<file path="src/rtl/ffhb_pkg.sv">
package ffhb_pkg;
    typedef enum logic {
        MODE_RUN  = 1'b0,
        MODE_UNDO = 1'b1
    } mode_e;
endpackage

</file>
<file path="src/rtl/ffhb_regfile.sv">
module ffhb_regfile #(
    parameter int NREG = 16,
    parameter int DW   = 32,
    localparam int AW  = $clog2(NREG)
) (
    input  logic          clk,
    input  logic          rst_n,
    input  logic          we,
    input  logic [AW-1:0] waddr,
    input  logic [DW-1:0] wdata,
    input  logic [AW-1:0] ra0,
    output logic [DW-1:0] rd0,
    input  logic [AW-1:0] ra1,
    output logic [DW-1:0] rd1
);
    logic [DW-1:0] mem_q [NREG];

    always_ff @(posedge clk) begin
        if (!rst_n) begin
            for (int i = 0; i < NREG; i++) mem_q[i] <= '0;
        end else if (we) begin
            mem_q[waddr] <= wdata;
        end
    end

    assign rd0 = mem_q[ra0];
    assign rd1 = mem_q[ra1];
endmodule

</file>
<file path="src/rtl/ffhb_histq.sv">
module ffhb_histq #(
    parameter int DEPTH = 8,
    parameter int EW    = 44,
    localparam int AW   = $clog2(DEPTH)
) (
    input  logic          clk,
    input  logic          we,
    input  logic [AW-1:0] waddr,
    input  logic [EW-1:0] wdata,
    input  logic [AW-1:0] raddr,
    output logic [EW-1:0] rdata
);
    logic [EW-1:0] slot_q [DEPTH];

    always_ff @(posedge clk) begin
        if (we) slot_q[waddr] <= wdata;
    end

    assign rdata = slot_q[raddr];
endmodule

</file>
<file path="src/rtl/ffile_histbuf.sv">
module ffile_histbuf
    import ffhb_pkg::*;
#(
    parameter int NUM_REGS = 16,
    parameter int DATA_W   = 32,
    parameter int HB_DEPTH = 8,
    parameter int TAG_W    = 8,
    localparam int REG_AW  = $clog2(NUM_REGS),
    localparam int HB_AW   = $clog2(HB_DEPTH),
    localparam int CNT_W   = $clog2(HB_DEPTH + 1)
) (
    input  logic              clk,
    input  logic              rst_n,
    input  logic [REG_AW-1:0] rd_addr,
    output logic [DATA_W-1:0] rd_data,
    output logic              rd_ok,
    input  logic              wr_en,
    input  logic [REG_AW-1:0] wr_addr,
    input  logic [DATA_W-1:0] wr_data,
    input  logic [TAG_W-1:0]  wr_tag,
    output logic              wr_stall,
    input  logic              commit_en,
    input  logic              flush_en,
    input  logic [TAG_W-1:0]  flush_tag,
    output logic              busy
);
    typedef struct packed {
        logic [REG_AW-1:0] rnum;
        logic [DATA_W-1:0] old;
        logic [TAG_W-1:0]  tag;
    } hb_ent_t;

    localparam int ENT_W = $bits(hb_ent_t);

    typedef struct packed {
        mode_e             mode;
        logic [HB_AW-1:0]  tail;
        logic [CNT_W-1:0]  cnt;
        logic [TAG_W-1:0]  btag;
    } ctl_t;

    ctl_t ctl_d, ctl_q;

    logic              rf_we;
    logic [REG_AW-1:0] rf_waddr;
    logic [DATA_W-1:0] rf_wdata;
    logic [DATA_W-1:0] old_val;
    logic [ENT_W-1:0]  hb_rdata;
    hb_ent_t           hb_top;
    hb_ent_t           hb_new;
    logic [HB_AW-1:0]  top_idx;
    logic [TAG_W-1:0]  age;
    logic              younger;
    logic              full;
    logic              push;
    logic              pop;
    logic              undo_wr;

    assign hb_top = hb_ent_t'(hb_rdata);
    assign hb_new = '{rnum: wr_addr, old: old_val, tag: wr_tag};

    always_comb begin
        ctl_d   = ctl_q;
        top_idx = (ctl_q.tail == '0) ? HB_AW'(HB_DEPTH - 1) : ctl_q.tail - HB_AW'(1);
        age     = hb_top.tag - ctl_q.btag;
        younger = (ctl_q.cnt != '0) && (age != '0) && !age[TAG_W-1];
        full    = (ctl_q.cnt == CNT_W'(HB_DEPTH));
        push    = 1'b0;
        pop     = 1'b0;
        undo_wr = 1'b0;

        if (ctl_q.mode == MODE_RUN) begin
            push = wr_en && !full && !flush_en;
            pop  = commit_en && (ctl_q.cnt != '0) && !flush_en;
            if (flush_en) begin
                ctl_d.mode = MODE_UNDO;
                ctl_d.btag = flush_tag;
            end
            if (push) begin
                ctl_d.tail = (ctl_q.tail == HB_AW'(HB_DEPTH - 1)) ? '0
                                                                 : ctl_q.tail + HB_AW'(1);
            end
            case ({push, pop})
                2'b10:   ctl_d.cnt = ctl_q.cnt + CNT_W'(1);
                2'b01:   ctl_d.cnt = ctl_q.cnt - CNT_W'(1);
                default: ctl_d.cnt = ctl_q.cnt;
            endcase
        end else begin
            if (younger) begin
                undo_wr    = 1'b1;
                ctl_d.tail = top_idx;
                ctl_d.cnt  = ctl_q.cnt - CNT_W'(1);
            end else begin
                ctl_d.mode = MODE_RUN;
            end
        end

        rf_we    = push | undo_wr;
        rf_waddr = undo_wr ? hb_top.rnum : wr_addr;
        rf_wdata = undo_wr ? hb_top.old  : wr_data;
    end

    always_ff @(posedge clk) begin
        if (!rst_n) begin
            ctl_q <= '{mode: MODE_RUN, tail: '0, cnt: '0, btag: '0};
        end else begin
            ctl_q <= ctl_d;
        end
    end

    ffhb_regfile #(
        .NREG (NUM_REGS),
        .DW   (DATA_W)
    ) u_regs (
        .clk   (clk),
        .rst_n (rst_n),
        .we    (rf_we),
        .waddr (rf_waddr),
        .wdata (rf_wdata),
        .ra0   (rd_addr),
        .rd0   (rd_data),
        .ra1   (wr_addr),
        .rd1   (old_val)
    );

    ffhb_histq #(
        .DEPTH (HB_DEPTH),
        .EW    (ENT_W)
    ) u_hist (
        .clk   (clk),
        .we    (push),
        .waddr (ctl_q.tail),
        .wdata (hb_new),
        .raddr (top_idx),
        .rdata (hb_rdata)
    );

    assign busy     = (ctl_q.mode == MODE_UNDO);
    assign rd_ok    = !busy;
    assign wr_stall = busy | full;
endmodule

</file>
<file path="config.mk">
export PLATFORM = sky130hd
export DESIGN_NAME = ffile_histbuf
export DESIGN_NICKNAME = d
export VERILOG_FILES = /design/src/rtl/ffhb_pkg.sv /design/src/rtl/ffhb_regfile.sv /design/src/rtl/ffhb_histq.sv /design/src/rtl/ffile_histbuf.sv
export SDC_FILE = /design/constraint.sdc
export NUM_CORES = 1
export LEC_CHECK = 0
export ABC_AREA = 1
export BUFFER_PORTS_ARGS = -buffer_cell sky130_fd_sc_hd__buf_2
export CAP_MARGIN = 20
export CORE_UTILIZATION = 45
export CTS_CLUSTER_DIAMETER = 60
export CTS_CLUSTER_SIZE = 25
export DETAILED_ROUTE_END_ITERATION = 8
export PLACE_DENSITY_LB_ADDON = 0.12
export SYNTH_ARGS = -nofsm -noshare
export SYNTH_HDL_FRONTEND = slang
export SYNTH_SLANG_ARGS = --single-unit
export TNS_END_PERCENT = 30
</file>
<file path="constraint.sdc">
create_clock -name clk -period 9.7 [get_ports clk]
set_input_delay 0.485 -clock clk [delete_from_list [all_inputs] [get_ports clk]]
set_output_delay 0.485 -clock clk [all_outputs]
set_load 0.005 [all_outputs]
</file>
==> flow_metrics.py <==
metrics = {
    "final_layout": {
        "drive_gt1_share_pct": 11.4,
        "fill_cells": 8778,
        "nets": 4286,
        "syn_to_final_growth_pct": 10.0,
        "stdcell_count": 5547,
        "multi_input_area_um2": 14800,
        "regArea_um2": 26300,
        "final_core_util_pct": 50.3,
    },
    "routing": {
        "num_vias": 34400,
        "post-route-drc-count": 0,
        "wl_um": 145000,
        "dr.pass1.iters": 6,
        "wl_per_cell_um": 26.1,
        "viasPerCell": 6.20,
        "final_antenna_net_count": 0,
        "drtIter0Drc": 3994,
    },
    "clock_network": {
        "clk_latency_ns": 0.68,
        "cts_buffers": 85,
        "postCtsHoldBufs": 0,
        "cts_tree": "yes",
        "cts_htree_levels": 3,
        "cts_resized": 0,
        "clk_pin_slew_ns": 0.07,
        "cts_max_path_buffers": 3,
        "clock_sinks": 880,
        "cts_root_buf": "clkbuf_16",
        "post-cts-setup-buffers": 0,
    },
    "floorplanning": {
        "ios": 96,
        "core-area_um2": 95600,
        "die_width_um": 313,
        "die_area_um2": 98300,
        "row_count": 113,
        "die_height_um": 313,
        "initial_core_util_pct": 45.7,
    },
    "synthesis": {
        "syn_inst": 4372,
        "synth_nets": 4447,
        "synth_area_leaders": "edfxtp_1, o21ai_0, nor3_1, a21oi_1, nand2_1",
        "yosys.area.top_type": "edfxtp_1",
        "yosysWarnings": 0,
        "ys_types": 39,
        "synthSimpleGateAreaFrac_pct": 14.8,
        "synthMuxAreaShare_pct": 0.0258,
        "synth_top_family_by_area": "compound AO/OA/AOI/OAI gates",
        "synth-compound-area-share_pct": 17.8,
        "synth_area_um2": 43700,
        "synth_xor_area_share_pct": 0.0401,
        "ys_ff_latch": 880,
        "synthAdderAreaFrac_pct": 0.418,
        "synth_top_cell_area_share_pct": 59.4,
        "seq_area_frac_synth_pct": 60.2,
        "syn_avg_cell_area_um2": 9.99,
    },
    "setup_path": {
        "cpPeakStageDelay_ns": 0.97,
        "worstPathCellList": "inv_1 > ha_4 > nand2_2 > nand2_4 > inv_6 > nand2_1 > a32o_1 > o21ai_0 > ha_1 > a21oi_1 > nand4_1 > nand4_1 > nor2_1 > nor2_2 > nand2_4 > a21oi_4 > nand3_4 > o21ai_4 > buf_4",
        "critical_path.slowest_cell": "o21ai_4",
        "critPathKind": "register to register",
        "arrival_ns": 7.17,
        "cp_max_fo": 57,
        "worstSetupEndpointType": "register",
        "start_kind": "register",
        "required_ns": 10.04,
    },
    "power_and_ir_drop": {
        "swShare_pct": 31.9,
        "internal_power_mw": 6.63,
        "p_per_area_nw_per_um2": 203,
        "seqPwrFrac_pct": 45.2,
        "pwr-share-clk_pct": 36.3,
        "p_comb_share_pct": 18.6,
        "p_sw_mw": 3.10,
        "power.total_mw": 9.73,
        "leakage_nw": 16.2,
        "ir_drop_uv": 134,
    },
    "sta": {
        "fin_tns_setup_ns": 0,
        "setup_violations": 0,
        "finalClockSkew_ns": 0.0349,
        "slew_viol_final": 0,
        "slew_headroom_pct": 19.3,
        "grt_setup_unrepaired": "false",
        "fin_crit_sh_pct": 70.4,
        "worst_slew_pin_slew_ns": 1.21,
        "max_freq_ghz": 0.146,
        "fin_crit_ns": 6.83,
        "hold_violations": 0,
    },
    "run_status": {
        "status": "finished clean",
    },
    "place": {
        "placed_cells": 5381,
        "place.detailed.hpwl_um": 79900,
        "place_congestion": 0.845,
        "port_buffers": 95,
    },
    "global_routing": {
        "antenna_found_initial": 1,
        "grt_first_pass_wirelength_um": 215000,
        "track_usage_pct": 29.1,
        "grt_remaining_overflow": 0,
        "grt_max_degree": 171,
        "grt_pass1_vias": 33000,
    },
    "min_path": {
        "hold_path.class": "input port to register",
    },
    "flow_run": {
        "maxCapViolCount": 0,
    },
}
[state kept, by name, summed over array words and instances (netlist names)]
signal,count
u_regs.mem_q,512
u_hist.slot_q,352
busy,1
ctl_q,15
[through the flow]
stage	hold slack (ns)	setup WS [ns]	instance area, um2
finish	0.0522	2.87	48000
global route	0.0524	2.42	48000
CTS	0.0190	2.94	47900
detailed placement	0.486	2.97	45000
global placement	0.482	3.09	45000
floorplan	0.435	2.67	43700
[layer usage]
layer  GRT usage, %  vias to the layer above  wire length, um
met5              0                        -                0
met2           45.4                     1558            66300
met3           4.26                      270            11800
li1               -                    15600                -
met4           9.90                        0             4400
met1           41.7                    17000            62600
[cell usage in the layout (no fill, tap or decap), types with 82 or more instances in the layout]
| cell | n |
|---|---|
| nor2_1 | 320 |
| edfxtp_1 | 864 |
| o221ai_1 | 137 |
| nand3_1 | 177 |
| buf_2 | 90 |
| o211ai_1 | 82 |
| inv_1 | 294 |
| nand2_1 | 339 |
| a21oi_1 | 324 |
| clkbuf_16 | 87 |
| nor3_1 | 446 |
| o21ai_0 | 731 |
[power groups by stage]
stage	sequential, mW	combinational (mW)	clock (mW)
floorplan	4.47	1.13	0
CTS	4.39	1.77	3.57
global route	4.41	1.96	3.69
finish	4.40	1.81	3.53
global placement	4.48	1.76	0
detailed placement	4.48	1.77	0
[path summary, 6_finish.rpt]
path	start	to	slack (ns)	cells past startpoint
worst min register to register	ctl_q[6]	ctl_q[6]	0.49	2
worst max-delay path	ctl_q[12]	u_regs.mem_q[1][9]	2.87	19
worst min-delay path	flush_tag[0]	ctl_q[0]	0.05	3
worst max register to register	ctl_q[12]	u_regs.mem_q[1][9]	2.87	19
[cells in the mapped netlist]
cell type / count
fa_1: 1
ha_1: 13
nor2_2: 1
nand2_4: 3
mux2_2: 1
o21ai_4: 1
nand3_1: 181
a21oi_4: 5
buf_4: 7
a21oi_2: 28
nor3_1: 446
o221ai_1: 137
a21oi_1: 324
buf_2: 122
edfxtp_1: 864
o31ai_1: 1
dfxtp_1: 16
inv_2: 4
o22ai_1: 21
o211ai_1: 82
nor2_1: 328
a32o_1: 6
xnor2_1: 2
buf_6: 2
o21bai_1: 1
o311ai_0: 1
clkbuf_1: 264
nand3_2: 5
a211oi_1: 1
a31oi_1: 1
o21ai_0: 749
nand4_1: 3
buf_1: 36
inv_1: 297
nand2_1: 344
nand2_2: 2
nand3b_1: 5
clkinv_1: 1
nor3_2: 66
[kinds of logic after synthesis]
| kind of cell | Yosys count |
|---|---|
| buf+inv | 733 |
| flops | 880 |
| fa+ha+maj | 14 |
| simple gates | 1384 |
| xor+xnor | 2 |
| mux | 1 |
| compound gates | 1358 |
[critical path: cells and delay by family (launching register included)]
family,cells,cell delay [ns]
DFF,1,0.54
adders and majority gates,2,0.58
and+or+nand+nor,9,1.91
buffers and inverters,3,1.07
AOI/OAI and AO/OA,5,2.33
[layout make-up]
cell class,instances,area share [%]
repair buffers,183,2.71
inverters,302,2.39
diodes,1,0.00521
clock buffers,94,4.63
flip-flops and latches,880,54.7
clock inverters,63,1.46
multi-input cells,2759,30.8
well taps,1265,3.29
Note: power is estimated with default switching activity, not from simulation.
